## src/rtl/cmf_pkg.sv

```systemverilog
package cmf_pkg;
   // Control register bit positions.
   localparam int CTL_START = 0;
   localparam int CTL_ARM   = 1;

   // Sweep state as seen from the control register.
   typedef enum logic [1:0] {
      CMF_IDLE    = 2'b00,
      CMF_UNARMED = 2'b01,
      CMF_ARMED   = 2'b10,
      CMF_RUN     = 2'b11
   } cmf_state_e;

   function automatic cmf_state_e cmf_state(input logic start, input logic arm);
      return cmf_state_e'({arm, start});
   endfunction
endpackage

```

## src/rtl/cmf_ctl_reg.sv

```systemverilog
module cmf_ctl_reg #(
   parameter int WORD_W = 16
) (
   input  logic              clk,
   input  logic              rst_n,
   input  logic              wr,
   input  logic [WORD_W-1:0] wdata,
   input  logic              clr_start,
   output logic [WORD_W-1:0] q
);
   import cmf_pkg::*;

   logic [WORD_W-1:0] nxt;

   always_comb begin
      nxt = wr ? wdata : q;
      // The self-clear wins over a write landing in the same cycle.
      if (clr_start) nxt[CTL_START] = 1'b0;
   end

   always_ff @(posedge clk or negedge rst_n) begin
      if (!rst_n) q <= '0;
      else        q <= nxt;
   end
endmodule

```

## src/rtl/cmf_addr_seq.sv

```systemverilog
module cmf_addr_seq #(
   parameter int DEPTH = 2048,
   parameter int AW    = $clog2(DEPTH)
) (
   input  logic          clk,
   input  logic          rst_n,
   input  logic          run,
   input  logic          step,
   output logic [AW-1:0] addr,
   output logic          last
);
   localparam logic [AW-1:0] TOP = AW'(DEPTH - 1);

   assign last = run & step & (addr == TOP);

   always_ff @(posedge clk or negedge rst_n) begin
      if (!rst_n)           addr <= '0;
      else if (!run)        addr <= '0;
      else if (step) begin
         if (addr == TOP)   addr <= '0;
         else               addr <= addr + AW'(1);
      end
   end
endmodule

```

## src/rtl/cmf_fill_word.sv

```systemverilog
module cmf_fill_word #(
   parameter int WORD_W = 16,
   parameter int PAT_W  = 3
) (
   input  logic [PAT_W-1:0]  pat,
   output logic [WORD_W-1:0] word
);
   localparam int LSB = WORD_W - PAT_W;

   for (genvar i = 0; i < WORD_W; i++) begin : g_bit
      if (i >= LSB) begin : g_pat
         assign word[i] = pat[i-LSB];
      end else begin : g_zero
         assign word[i] = 1'b0;
      end
   end
endmodule

```

## src/rtl/cmf_port_mux.sv

```systemverilog
module cmf_port_mux #(
   parameter int AW     = 11,
   parameter int WORD_W = 16
) (
   input  logic              eng_own,
   input  logic              eng_we,
   input  logic [AW-1:0]     eng_addr,
   input  logic [WORD_W-1:0] eng_data,
   input  logic              host_we,
   input  logic [AW-1:0]     host_addr,
   input  logic [WORD_W-1:0] host_data,
   output logic              we,
   output logic [AW-1:0]     addr,
   output logic [WORD_W-1:0] data
);
   always_comb begin
      if (eng_own) begin
         we   = eng_we;
         addr = eng_addr;
         data = eng_data;
      end else begin
         we   = host_we;
         addr = host_addr;
         data = host_data;
      end
   end
endmodule

```

## src/rtl/cmf_block_init.sv

```systemverilog
module cmf_block_init #(
   parameter int DEPTH  = 2048,
   parameter int WORD_W = 16,
   parameter int PAT_W  = 3,
   localparam int AW    = (DEPTH > 1) ? $clog2(DEPTH) : 1,
   localparam int LSB   = WORD_W - PAT_W
) (
   input  logic              clk,
   input  logic              rst_n,
   input  logic              cfg_wr,
   input  logic [WORD_W-1:0] cfg_data,
   output logic [WORD_W-1:0] ctl_q,
   input  logic              slot_en,
   input  logic              host_we,
   input  logic [AW-1:0]     host_addr,
   input  logic [WORD_W-1:0] host_wdata,
   output logic              mem_we,
   output logic [AW-1:0]     mem_addr,
   output logic [WORD_W-1:0] mem_wdata,
   output logic              busy,
   output logic              done
);
   import cmf_pkg::*;

   if (DEPTH < 2) begin : g_bad_depth
      $error("cmf_block_init: DEPTH must be at least 2");
   end
   if (PAT_W < 1 || PAT_W > WORD_W - 2) begin : g_bad_pat
      $error("cmf_block_init: PAT_W must leave room for the start and arm bits");
   end

   cmf_state_e        state;
   logic              run;
   logic              last;
   logic              clr_start;
   logic              done_q;
   logic [AW-1:0]     eng_addr;
   logic [WORD_W-1:0] fill;

   assign state     = cmf_state(ctl_q[CTL_START], ctl_q[CTL_ARM]);
   assign run       = (state == CMF_RUN);
   assign clr_start = (state == CMF_UNARMED) | last;

   cmf_ctl_reg #(.WORD_W(WORD_W)) u_ctl (
      .clk       (clk),
      .rst_n     (rst_n),
      .wr        (cfg_wr),
      .wdata     (cfg_data),
      .clr_start (clr_start),
      .q         (ctl_q)
   );

   cmf_addr_seq #(.DEPTH(DEPTH), .AW(AW)) u_seq (
      .clk   (clk),
      .rst_n (rst_n),
      .run   (run),
      .step  (slot_en),
      .addr  (eng_addr),
      .last  (last)
   );

   cmf_fill_word #(.WORD_W(WORD_W), .PAT_W(PAT_W)) u_fill (
      .pat  (ctl_q[WORD_W-1:LSB]),
      .word (fill)
   );

   cmf_port_mux #(.AW(AW), .WORD_W(WORD_W)) u_mux (
      .eng_own   (run),
      .eng_we    (slot_en),
      .eng_addr  (eng_addr),
      .eng_data  (fill),
      .host_we   (host_we),
      .host_addr (host_addr),
      .host_data (host_wdata),
      .we        (mem_we),
      .addr      (mem_addr),
      .data      (mem_wdata)
   );

   always_ff @(posedge clk or negedge rst_n) begin
      if (!rst_n) done_q <= 1'b0;
      else        done_q <= last;
   end

   assign busy = run;
   assign done = done_q;
endmodule

```

## config.mk

```make
export PLATFORM = sky130hd
export DESIGN_NAME = cmf_block_init
export DESIGN_NICKNAME = d
export VERILOG_FILES = /design/src/rtl/cmf_pkg.sv /design/src/rtl/cmf_ctl_reg.sv /design/src/rtl/cmf_addr_seq.sv /design/src/rtl/cmf_fill_word.sv /design/src/rtl/cmf_port_mux.sv /design/src/rtl/cmf_block_init.sv
export SDC_FILE = /design/constraint.sdc
export NUM_CORES = 1
export LEC_CHECK = 0
export BUFFER_PORTS_ARGS = -buffer_cell sky130_fd_sc_hd__clkbuf_2
export CORE_MARGIN = 1.5
export CORE_UTILIZATION = 42
export DETAILED_ROUTE_END_ITERATION = 8
export HOLD_SLACK_MARGIN = 0.08
export PLACE_DENSITY = 0.79
export SKIP_LAST_GASP = 1
export SYNTH_ARGS = -nofsm -noshare
export SYNTH_HDL_FRONTEND = slang
export SYNTH_SLANG_ARGS = --single-unit
```

## constraint.sdc

```tcl
create_clock -name clk -period 2 [get_ports clk]
set_input_delay 0.5 -clock clk [delete_from_list [all_inputs] [get_ports clk]]
set_output_delay 0.5 -clock clk [all_outputs]
set_load 0.02 [all_outputs]
```

==> impl_metrics.xml, run 1 <==
<?xml version="1.0" encoding="UTF-8"?>
<metrics>
  <group name="outcome">
    <metric name="run_status" unit="">finished, violations left</metric>
    <metric name="failed_checks" unit="">negative setup slack</metric>
  </group>
  <group name="die">
    <metric name="core_area" unit="sq mm">0.00334</metric>
    <metric name="fp.dieW" unit="microns">62.1</metric>
    <metric name="floorplan.initialDensity" unit="%">44.0</metric>
    <metric name="top_level_port_count" unit="">94</metric>
    <metric name="row_count" unit="">21</metric>
    <metric name="die_h" unit="microns">62.1</metric>
    <metric name="die-area" unit="sq mm">0.00386</metric>
  </group>
  <group name="global_routing">
    <metric name="grt_overflow" unit="">0</metric>
    <metric name="antenna_found_initial" unit="">0</metric>
    <metric name="gr-usage-all-layers" unit="%">19.3</metric>
    <metric name="grt_max_degree" unit="">29</metric>
    <metric name="wire_length_of_the_first_global_routing_pass" unit="mm">6.07</metric>
    <metric name="number_of_global_route_vias_before_repair" unit="">1405</metric>
  </group>
  <group name="clocking">
    <metric name="cts_tree" unit="">yes</metric>
    <metric name="cts_hold_repair.buffers" unit="">0</metric>
    <metric name="clk_transition_reported_paths" unit="ps">150</metric>
    <metric name="clk_latency_worst_skew_pair" unit="ps">320</metric>
    <metric name="cts.path.max_buffers" unit="">2</metric>
    <metric name="cts.sinks" unit="">28</metric>
    <metric name="cts_htree_levels" unit="">1</metric>
    <metric name="clock-root-buffer" unit="">clkbuf_4</metric>
    <metric name="numCtsBuffers" unit="">3</metric>
  </group>
  <group name="sta">
    <metric name="finalMaxSlewViolations" unit="">0</metric>
    <metric name="worst_slew_pin_slew" unit="ps">685</metric>
    <metric name="grt_setup_unrepaired" unit="">yes</metric>
    <metric name="final_min_period_over_clock_period" unit="%">100</metric>
    <metric name="clock.fmax" unit="MHz">498</metric>
    <metric name="post-route-worst-setup-slack" unit="ps">-8.84</metric>
    <metric name="setup-violations-final" unit="">9</metric>
    <metric name="final_hold_violation_count" unit="">0</metric>
    <metric name="minimum_hold_slack" unit="ps">181</metric>
    <metric name="timing.clock.skew" unit="ps">5.03</metric>
    <metric name="period_needed" unit="ps">2010</metric>
    <metric name="timing.max_slew.rel_slack" unit="%">54.4</metric>
  </group>
  <group name="place">
    <metric name="dp_slack" unit="ps">269</metric>
    <metric name="placement.io_buffers" unit="">93</metric>
    <metric name="gp_congestion" unit="">0.758</metric>
    <metric name="dp_hpwl" unit="mm">2.56</metric>
    <metric name="dp_cells" unit="">273</metric>
  </group>
  <group name="flow_run">
    <metric name="max-cap-violations" unit="">0</metric>
  </group>
  <group name="detailed_routing">
    <metric name="vias" unit="">1436</metric>
    <metric name="post-route-drc-count" unit="">0</metric>
    <metric name="drt.antenna.violating_nets" unit="">0</metric>
    <metric name="postRouteWirelength" unit="mm">4.07</metric>
    <metric name="route.detailed.vias_per_inst" unit="">5.02</metric>
    <metric name="routedWlPerCell" unit="microns">14.2</metric>
    <metric name="drt_first_pass_iters" unit="">4</metric>
    <metric name="drt_iter0_markers" unit="">63</metric>
  </group>
  <group name="synthesis">
    <metric name="synth_common_cells" unit="">28 x dfrtp_1, 27 x mux2_2, 14 x nand2_1, 13 x and2_1, 7 x o21ai_0</metric>
    <metric name="synth_cell_types" unit="">27</metric>
    <metric name="postSynthRegisterBits" unit="">28</metric>
    <metric name="synth_area_leader_cell" unit="">dfrtp_1</metric>
    <metric name="ys_seq_area_share" unit="%">47.7</metric>
    <metric name="postSynth.asyncResetShare" unit="%">100</metric>
    <metric name="post_synth.cell_area_avg" unit="sq um">10.6</metric>
    <metric name="synthesis.nets" unit="">187</metric>
    <metric name="netlist_instances" unit="">138</metric>
    <metric name="synth_warnings" unit="">0</metric>
    <metric name="synthTopCellsByArea" unit="">dfrtp_1 48%, mux2_2 21%, and2_1 5.5%</metric>
    <metric name="most_used_standard_cell_by_instance_count_after_synthesis" unit="">dfrtp_1</metric>
    <metric name="number_of_enable_flip_flop_cells_after_synthesis" unit="">0</metric>
    <metric name="mappedNetlistArea" unit="sq mm">0.00147</metric>
    <metric name="synth_flop_cell" unit="">dfrtp_1</metric>
    <metric name="yosysTopAreaCellShare" unit="%">47.7</metric>
  </group>
  <group name="final_layout">
    <metric name="core_utilization_of_the_finished_layout" unit="%">69.0</metric>
    <metric name="antennaDiodeCount" unit="">0</metric>
    <metric name="layout.cells.non_filler" unit="">286</metric>
    <metric name="nFillCells" unit="">262</metric>
    <metric name="drive_gt1_share" unit="%">57.1</metric>
    <metric name="layout.nets" unit="">290</metric>
    <metric name="areaGrowthSynthToFinish" unit="%">56.8</metric>
  </group>
  <group name="critical_path">
    <metric name="timing.critical_path.arrival" unit="ps">1510</metric>
    <metric name="crit_path_start_kind" unit="">register</metric>
    <metric name="timing.setup.critical_path_class" unit="">register to primary output</metric>
    <metric name="cp-end-kind" unit="">primary output</metric>
    <metric name="timing.critical_path.fanout_max" unit="">4</metric>
    <metric name="r2r.worst_path.cells" unit="">5</metric>
    <metric name="critical_path_required" unit="ps">1500</metric>
  </group>
  <group name="power_and_ir_drop">
    <metric name="cellPowerDensity" unit="mW/mm^2">630</metric>
    <metric name="power.static_leakage" unit="uW">0.00121</metric>
    <metric name="vdd.ir_drop.worst" unit="mV">0.509</metric>
  </group>
  <group name="min_path">
    <metric name="worst_hold_path_type" unit="">input port to asynchronous set/reset pin</metric>
  </group>
</metrics>
-- what timing repair did --
item / in CTS / in global routing
buffers inserted: 3 / 3
pin swaps: 0 / 1
gates cloned: 1 / 2
endpoints found under the setup margin: 12 / 18
endpoints found under the hold margin: 0 / 0
gates resized for setup: 1 / 69
-- path summary, 6_finish.rpt --
| kind | end | slack [ps] | startpoint |
|---|---|---|---|
| min | u_seq.addr[4] | 180 | rst_n |
| max in group asynchronous | u_ctl.q[9] | 1380 | rst_n |
| min in group clk | u_ctl.q[1] | 390 | cfg_data[1] |
| min reg2reg | u_ctl.q[11] | 530 | u_ctl.q[11] |
| max reg2reg | u_seq.addr[5] | 250 | u_seq.addr[0] |
| max | mem_wdata[15] | -9 | u_ctl.q[0] |
-- kinds of logic after synthesis --
kind of cell               count (synthesis)  synth area share [%]
muxes                                     28                  21.4
buffers and inverters                      9                  2.56
adders and majority gates                  1                 0.852
DFF                                       28                  47.7
xor gates and xnor gates                   4                  2.39
AOI/OAI and AO/OA                         16                  6.31
and+or+nand+nor                           52                  18.8
-- critical path, stage by stage (launching register included) --
cell and delay (ps):
dfrtp_1 440, nand2_4 140, clkbuf_16 170, mux2_4 300, buf_6 130
-- layer usage --
metal,track usage [%],wire length (microns),part of all wire (%)
met1,24.1,1670,41
met2,33.6,2050,50
met3,4.89,304,7.5
met4,5.00,40,0.98
met5,0,0,0
-- registers in the layout (all words and copies together), names as in the netlist --
signal,flops
u_ctl.q,16
u_seq.addr,11
done,1
-- report_power, final --
group,internal (uW),switching [uW],total (uW)
clock network,111,164,275
registers,601,24.1,625
logic,279,270,549
total,991,458,1450
-- stage by stage --
stage          setup TNS [ps]  power (uW)  instance area [sq um]
2_1_floorplan               0         882                   1470
3_3_place_gp                0        1040                   1990
3_5_place_dp                0        1050                   1990
4_1_cts                  -332        1360                   2080
5_1_grt                 -1560        1520                   2300
6_report                -42.2        1450                   2300
-- area by class of cell --
type,count,area [sq um],share of cell area (%)
timing repair buffer,103,704,30.6
tap,46,57.6,2.50
multi-input combinational,101,787,34.2
sequential,28,701,30.5
clock buffer,4,36.3,1.58
inverter,4,15.0,0.653
-- placed cells by master (no fill, tap or decap), types with 2 or more instances in the layout --
cell type  instances
nand2_1           13
buf_4             10
or3_1              3
mux2_4            12
o21ai_0            5
clkbuf_16          2
nor2_1             6
dfrtp_1           28
mux2_2            15
nor3_1             3
a21oi_1            4
clkbuf_4           3
inv_1              4
buf_2              3
nand3_1            5
a31oi_1            2
xnor2_1            2
xor2_1             2
and4_1             2
buf_6             13
o21ai_1            2
and2_1            13
clkbuf_2          73
Note: power is estimated with default switching activity, not from simulation.
==> run 2: changes to the inputs <==
--- a/config.mk
+++ b/config.mk
@@ -8,8 +8,8 @@
 export BUFFER_PORTS_ARGS = -buffer_cell sky130_fd_sc_hd__clkbuf_2
 export CORE_MARGIN = 1.5
-export CORE_UTILIZATION = 42
+export CORE_UTILIZATION = 38
 export DETAILED_ROUTE_END_ITERATION = 8
 export HOLD_SLACK_MARGIN = 0.08
-export PLACE_DENSITY = 0.79
+export PLACE_DENSITY = 0.81
 export SKIP_LAST_GASP = 1
 export SYNTH_ARGS = -nofsm -noshare
==> constraint.sdc (replaced) <==
create_clock -name clk -period 1.6 [get_ports clk]
set_input_delay 0.32 -clock clk [delete_from_list [all_inputs] [get_ports clk]]
set_output_delay 0.32 -clock clk [all_outputs]
set_load 0.02 [all_outputs]
==> run 2 against run 1 <==
  * The flow still finishes with violations (negative setup slack)
  * Critical path depth unchanged
  * Clock skew down 2.9 ps
  * Largest power group unchanged
  * Register-to-register slack worse by 160 ps
  * Sequential power up 25%
  * Largest cell class unchanged
  * Highest routed layer unchanged
  * Clock power up 100%
  * Non-clock buffer count up 4
  * First-iteration DRC count down 35%
  * Sequential share of layout area down 2.1 points
==> impl_metrics.xml, run 2 (same netlist as run 1, synthesis figures left out) <==
<?xml version="1.0" encoding="UTF-8"?>
<metrics>
  <group name="global_routing">
    <metric name="antenna_found_initial" unit="">0</metric>
    <metric name="number_of_global_route_vias_before_repair" unit="">1318</metric>
    <metric name="grt_overflow" unit="">0</metric>
    <metric name="gr-usage-all-layers" unit="%">17.9</metric>
    <metric name="grt_max_degree" unit="">29</metric>
    <metric name="wire_length_of_the_first_global_routing_pass" unit="mm">5.90</metric>
  </group>
  <group name="detailed_routing">
    <metric name="postRouteWirelength" unit="mm">4.04</metric>
    <metric name="routedWlPerCell" unit="microns">13.8</metric>
    <metric name="route.detailed.vias_per_inst" unit="">5.03</metric>
    <metric name="drt_iter0_markers" unit="">41</metric>
    <metric name="post-route-drc-count" unit="">0</metric>
    <metric name="drt.antenna.violating_nets" unit="">0</metric>
    <metric name="drt_first_pass_iters" unit="">4</metric>
    <metric name="vias" unit="">1469</metric>
  </group>
  <group name="final_layout">
    <metric name="drive_gt1_share" unit="%">62.3</metric>
    <metric name="areaGrowthSynthToFinish" unit="%">68.1</metric>
    <metric name="final_cell_mix" unit="">64 x clkbuf_2, 28 x dfrtp_1, 21 x buf_6, 15 x mux2_2, 13 x nand2_1</metric>
    <metric name="largest_register_ffs" unit="">16</metric>
    <metric name="regMostFlops" unit="">u_ctl.q</metric>
    <metric name="commonest_non_fill_non_tap_cell_in_the_layout" unit="">clkbuf_2</metric>
    <metric name="layout.nets" unit="">294</metric>
    <metric name="antennaDiodeCount" unit="">0</metric>
    <metric name="layout.cell_area.non_filler" unit="sq mm">0.00247</metric>
  </group>
  <group name="die">
    <metric name="floorplan.initialDensity" unit="%">39.8</metric>
    <metric name="die-area" unit="sq mm">0.00424</metric>
    <metric name="top_level_port_count" unit="">94</metric>
    <metric name="row_count" unit="">22</metric>
    <metric name="fp.dieW" unit="microns">65.1</metric>
    <metric name="core_area" unit="sq mm">0.00369</metric>
    <metric name="die_h" unit="microns">65.1</metric>
  </group>
  <group name="clocking">
    <metric name="clk_latency_worst_skew_pair" unit="ps">280</metric>
    <metric name="cts_tree" unit="">yes</metric>
    <metric name="clk_transition_reported_paths" unit="ps">90</metric>
    <metric name="cts_htree_levels" unit="">1</metric>
    <metric name="cts.sinks" unit="">28</metric>
    <metric name="clock-root-buffer" unit="">clkbuf_8</metric>
    <metric name="cts.path.max_buffers" unit="">2</metric>
    <metric name="numCtsBuffers" unit="">3</metric>
  </group>
  <group name="sta">
    <metric name="period_needed" unit="ps">1750</metric>
    <metric name="grt_setup_unrepaired" unit="">yes</metric>
    <metric name="worst_slew_pin_slew" unit="ps">706</metric>
    <metric name="setup-violations-final" unit="">29</metric>
    <metric name="minimum_hold_slack" unit="ps">75.0</metric>
    <metric name="timing.max_slew.rel_slack" unit="%">52.9</metric>
    <metric name="post-route-worst-setup-slack" unit="ps">-149</metric>
    <metric name="finalMaxSlewViolations" unit="">0</metric>
    <metric name="timing.clock.skew" unit="ps">2.09</metric>
    <metric name="final_hold_violation_count" unit="">0</metric>
    <metric name="clock.fmax" unit="MHz">572</metric>
    <metric name="final_min_period_over_clock_period" unit="%">109</metric>
  </group>
  <group name="place">
    <metric name="placement.cell_area" unit="sq mm">0.00205</metric>
    <metric name="dp_hpwl" unit="mm">2.71</metric>
    <metric name="gp_congestion" unit="">0.804</metric>
    <metric name="placement.io_buffers" unit="">93</metric>
  </group>
  <group name="power_and_ir_drop">
    <metric name="finalPower" unit="uW">2090</metric>
    <metric name="power.static_leakage" unit="uW">0.00127</metric>
    <metric name="cellPowerDensity" unit="mW/mm^2">849</metric>
    <metric name="vdd.ir_drop.worst" unit="mV">0.436</metric>
  </group>
  <group name="critical_path">
    <metric name="regToRegEndpoint" unit="">u_seq.addr[5]</metric>
    <metric name="critical_path_required" unit="ps">1280</metric>
    <metric name="r2r.worst_path.cells" unit="">5</metric>
    <metric name="timing.critical_path.arrival" unit="ps">1430</metric>
    <metric name="r2r_start" unit="">u_seq.addr[0]</metric>
    <metric name="timing.setup.critical_path_class" unit="">register to primary output</metric>
    <metric name="timing.critical_path.fanout_max" unit="">5</metric>
    <metric name="cp-end-kind" unit="">primary output</metric>
    <metric name="crit_path_start_kind" unit="">register</metric>
    <metric name="timing.reg2reg.setup_slack" unit="ps">90</metric>
  </group>
  <group name="flow_run">
    <metric name="max-cap-violations" unit="">0</metric>
  </group>
  <group name="min_path">
    <metric name="worst_hold_path_type" unit="">input port to asynchronous set/reset pin</metric>
  </group>
  <group name="outcome">
    <metric name="failed_checks" unit="">negative setup slack</metric>
    <metric name="run_status" unit="">finished, violations left</metric>
  </group>
</metrics>
==> run 2: cell types whose count changed in the layout (fill, tap and decap cells not counted), moves of 2 or more <==
cell	previous run	this run
and2_1	13	5
and2_4	0	8
buf_6	13	21
buf_8	0	5
clkbuf_2	73	64
clkbuf_4	3	1
clkbuf_8	1	3
==> run 2: cell type report <==
class,count,area [sq um]
multi-input cells,101,816
repair buffers,107,805
fillers,273,1220
well taps,48,60.1
clock buffers,3,41.3
clock inverters,1,30.0
inverters,4,15.0
flip-flops and latches,28,701
==> run 2: timing repair <==
| item | CTS | global route |
|---|---|---|
| pin swaps | 1 | 6 |
| resized for setup | 19 | 87 |
| gates cloned | 1 | 1 |
| hold buffers | 0 | 0 |
| endpoints found under the setup margin | 23 | 31 |
| setup buffers | 3 | 1 |
==> run 2: critical path, cell delays in order, from the launching register on <==
cell and delay [ps]:
dfrtp_1 430, nand2_4 130, clkbuf_16 160, mux2_4 300, buf_6 130
==> run 2: per-layer routing <==
layer / global-route usage (%) / vias to the layer above / wire length, microns / share of wire (%)
li1: - / 694 / - / -
met3: 3.25 / 8 / 233 / 5.8
met1: 21.4 / 708 / 1680 / 42
met5: 0 / - / 0 / 0
met2: 31.3 / 59 / 2060 / 51
met4: 8.33 / 0 / 61 / 1.5
==> run 2: where the power goes <==
part           switching (uW)  internal (uW)  total (uW)
sequential               28.6            751         780
combinational             353            401         754
clock                     226            335         561
==> run 2: per-stage QoR <==
step	instances	setup slack [ps]	util (%)	setup TNS (ps)
global route	292	-199	66.9	-4370
detailed placement	282	67.6	55.5	0
finish	292	-149	66.9	-2980
floorplan	138	8.64	-	0
CTS	290	-183	61.0	-3730
global placement	282	97.8	55.5	0
==> run 2: worst max path at each step <==
stage	from	end	depth (start not counted)
after floorplan	u_ctl.q[1]	mem_addr[2]	3
after global placement	u_seq.addr[0]	u_seq.addr[7]	5
after detailed placement	u_seq.addr[0]	u_seq.addr[5]	5
after CTS	u_ctl.q[1]	mem_wdata[15]	4
after global routing	u_ctl.q[1]	mem_wdata[2]	5
final	u_ctl.q[1]	mem_addr[2]	4
==> run 3: changes to the inputs <==
PLACE_DENSITY = 0.76   (was 0.81)
==> run 3 against run 2 <==
  * Largest power group unchanged
  * Hold slack improved by 200 ps
  * Largest cell class unchanged
  * Core utilization is 0.71 points lower
  * Highest routed layer unchanged
  * Flip-flop and latch count unchanged
  * The flow still finishes with violations (negative setup slack)
  * Clock power decreased by 23%
  * Design area is 1.1% lower
  * Via count fell by 0.34%
  * Cell count unchanged
  * Die area unchanged
  * Clock skew is essentially flat
  * Routed wire length fell by 0.25%
  * Combinational power down 2%
  * Count of clock-buffer cells in the layout grew 1
==> impl_metrics.xml, run 3 (same netlist as run 1, synthesis figures left out) <==
<?xml version="1.0" encoding="UTF-8"?>
<metrics>
  <group name="outcome">
    <metric name="run_status" unit="">finished, violations left</metric>
    <metric name="failed_checks" unit="">negative setup slack</metric>
  </group>
  <group name="min_path">
    <metric name="worst_hold_path_type" unit="">input port to register</metric>
    <metric name="whs_path_depth" unit="">2</metric>
    <metric name="hold_path.startpoint" unit="">cfg_data[15]</metric>
    <metric name="whs_endpoint" unit="">u_ctl.q[15]</metric>
  </group>
  <group name="final_layout">
    <metric name="antennaDiodeCount" unit="">0</metric>
    <metric name="layout.nets" unit="">294</metric>
    <metric name="drive_gt1_share" unit="%">62.3</metric>
    <metric name="largest_register_ffs" unit="">16</metric>
    <metric name="final_cell_mix" unit="">64 x clkbuf_2, 28 x dfrtp_1, 20 x buf_6, 15 x mux2_2</metric>
    <metric name="regMostFlops" unit="">u_ctl.q</metric>
    <metric name="core_utilization_of_the_finished_layout" unit="%">66.2</metric>
    <metric name="areaGrowthSynthToFinish" unit="%">66.3</metric>
    <metric name="nFillCells" unit="">297</metric>
    <metric name="commonest_non_fill_non_tap_cell_in_the_layout" unit="">clkbuf_2</metric>
  </group>
  <group name="die">
    <metric name="fp.dieW" unit="microns">65.1</metric>
    <metric name="floorplan.initialDensity" unit="%">39.8</metric>
    <metric name="top_level_port_count" unit="">94</metric>
    <metric name="die-area" unit="sq mm">0.00424</metric>
    <metric name="core_area" unit="sq mm">0.00369</metric>
    <metric name="row_count" unit="">22</metric>
    <metric name="die_h" unit="microns">65.1</metric>
  </group>
  <group name="detailed_routing">
    <metric name="post-route-drc-count" unit="">0</metric>
    <metric name="routedWlPerCell" unit="microns">13.8</metric>
    <metric name="routedLengthMet1" unit="mm">1.67</metric>
    <metric name="dr_wl_met2" unit="mm">2.02</metric>
    <metric name="detailroute.wirelength.met3" unit="microns">269</metric>
    <metric name="postRouteWirelength" unit="mm">4.03</metric>
    <metric name="drt.antenna.violating_nets" unit="">0</metric>
    <metric name="route.detailed.vias_per_inst" unit="">5.01</metric>
    <metric name="drt_iter0_markers" unit="">53</metric>
    <metric name="drt_first_pass_iters" unit="">4</metric>
    <metric name="vias" unit="">1464</metric>
    <metric name="maxUsedRoutingLayer" unit="">met4</metric>
  </group>
  <group name="power_and_ir_drop">
    <metric name="cellPowerDensity" unit="mW/mm^2">799</metric>
    <metric name="power.static_leakage" unit="uW">0.00126</metric>
    <metric name="finalPower" unit="uW">1950</metric>
    <metric name="vdd.ir_drop.worst" unit="mV">0.441</metric>
  </group>
  <group name="critical_path">
    <metric name="critical_path_required" unit="ps">1280</metric>
    <metric name="regToRegEndpoint" unit="">u_seq.addr[5]</metric>
    <metric name="timing.critical_path.arrival" unit="ps">1450</metric>
    <metric name="slowest_delay" unit="ps">420</metric>
    <metric name="r2r_start" unit="">u_seq.addr[1]</metric>
    <metric name="timing.critical_path.max_delay_family" unit="">flip-flops</metric>
    <metric name="timing.setup.critical_path_class" unit="">register to primary output</metric>
    <metric name="r2r.worst_path.cells" unit="">5</metric>
    <metric name="timing.reg2reg.setup_slack" unit="ps">60</metric>
    <metric name="crit_path_top_delay_cell" unit="">dfrtp_1</metric>
    <metric name="worstPathBufferInverterCount" unit="">2</metric>
    <metric name="timing.critical_path.fanout_max" unit="">4</metric>
    <metric name="crit_path_start_kind" unit="">register</metric>
    <metric name="cp-end-kind" unit="">primary output</metric>
    <metric name="cp_cell_instances" unit="">nand2_4 -&gt; clkbuf_16 -&gt; mux2_4 -&gt; buf_6</metric>
  </group>
  <group name="sta">
    <metric name="timing.max_slew.rel_slack" unit="%">73.6</metric>
    <metric name="final_hold_violation_count" unit="">0</metric>
    <metric name="post-route-worst-setup-slack" unit="ps">-170</metric>
    <metric name="final_min_period_over_clock_period" unit="%">111</metric>
    <metric name="timing.clock.skew" unit="ps">2.25</metric>
    <metric name="clock.fmax" unit="MHz">565</metric>
    <metric name="finalMaxSlewViolations" unit="">0</metric>
    <metric name="setup-violations-final" unit="">29</metric>
    <metric name="worst_slew_pin_slew" unit="ps">396</metric>
    <metric name="finalSetupTns" unit="ps">-3020</metric>
    <metric name="period_needed" unit="ps">1770</metric>
    <metric name="grt_setup_unrepaired" unit="">yes</metric>
    <metric name="minimum_hold_slack" unit="ps">272</metric>
  </group>
  <group name="clocking">
    <metric name="cts.path.max_buffers" unit="">2</metric>
    <metric name="numCtsBuffers" unit="">3</metric>
    <metric name="cts_tree" unit="">yes</metric>
    <metric name="clk_latency_worst_skew_pair" unit="ps">270</metric>
    <metric name="clk_transition_reported_paths" unit="ps">90</metric>
    <metric name="clock-root-buffer" unit="">clkbuf_8</metric>
    <metric name="cts.sinks" unit="">28</metric>
    <metric name="cts_htree_levels" unit="">1</metric>
  </group>
  <group name="place">
    <metric name="gp_congestion" unit="">0.873</metric>
    <metric name="placement.io_buffers" unit="">93</metric>
    <metric name="dp_hpwl" unit="mm">2.58</metric>
  </group>
  <group name="global_routing">
    <metric name="antenna_found_initial" unit="">0</metric>
    <metric name="gr-usage-all-layers" unit="%">18.2</metric>
    <metric name="number_of_global_route_vias_before_repair" unit="">1393</metric>
    <metric name="grt_max_degree" unit="">29</metric>
    <metric name="grt_overflow" unit="">0</metric>
    <metric name="wire_length_of_the_first_global_routing_pass" unit="mm">6.08</metric>
  </group>
  <group name="flow_run">
    <metric name="max-cap-violations" unit="">0</metric>
  </group>
</metrics>
-- run 3: cell type report --
cell class / instances / area (sq um) / share of cell area, %
inverter: 4 / 15.0 / 0.615
tap: 48 / 60.1 / 2.46
sequential: 28 / 701 / 28.7
clock buffer: 4 / 55.1 / 2.26
multi-input combinational: 101 / 828 / 33.9
timing repair buffer: 107 / 782 / 32.0
-- run 3: timing repair --
| action | CTS | global route |
|---|---|---|
| hold buffers | 1 | 0 |
| setup endpoints to repair | 14 | 34 |
| gates cloned | 2 | 1 |
| pin swaps | 1 | 8 |
| gates resized for setup | 9 | 98 |
| endpoints found under the hold margin | 28 | 0 |
| setup buffers | 4 | 1 |
-- run 3: power by group --
part           switching (uW)  internal (uW)  leakage (uW)
logic                     354            386      0.000873
clock network             211            220     0.0000288
registers                28.0            751      0.000355
total                     593           1360       0.00126
-- run 3: worst max path at each step --
stage,startpoint,to,slack [ps],cells after the start
final,u_ctl.q[0],mem_wdata[14],-170,4
after global routing,u_ctl.q[0],mem_wdata[14],-220,4
after CTS,u_ctl.q[1],mem_addr[4],-180,4
after global placement,u_seq.addr[0],u_seq.addr[7],110,5
after detailed placement,u_seq.addr[0],u_seq.addr[5],50,5
after floorplan,u_ctl.q[1],mem_addr[2],9,3
-- run 3: metal layers --
layer / track usage, % / up-vias
li1: - / 698
met1: 22.5 / 693
met2: 31.4 / 65
met3: 3.60 / 8
met4: 6.77 / 0
met5: 0 / -
-- run 3: metrics by stage --
step | std cells | setup slack (ps) | area, sq um
after CTS | 291 | -181 | 2210
after floorplan | 138 | 8.64 | 1470
after global routing | 292 | -222 | 2440
final | 292 | -170 | 2440
after detailed placement | 280 | 55.0 | 2030
after global placement | 280 | 106 | 2030
-- run 3: worst register-to-register path, delay by kind of cell (launching register included) --
family	cells	cell delay [ps]
AOI/OAI and AO/OA	2	290
and+or+nand+nor	2	550
adders and majority gates	1	210
DFF	1	400
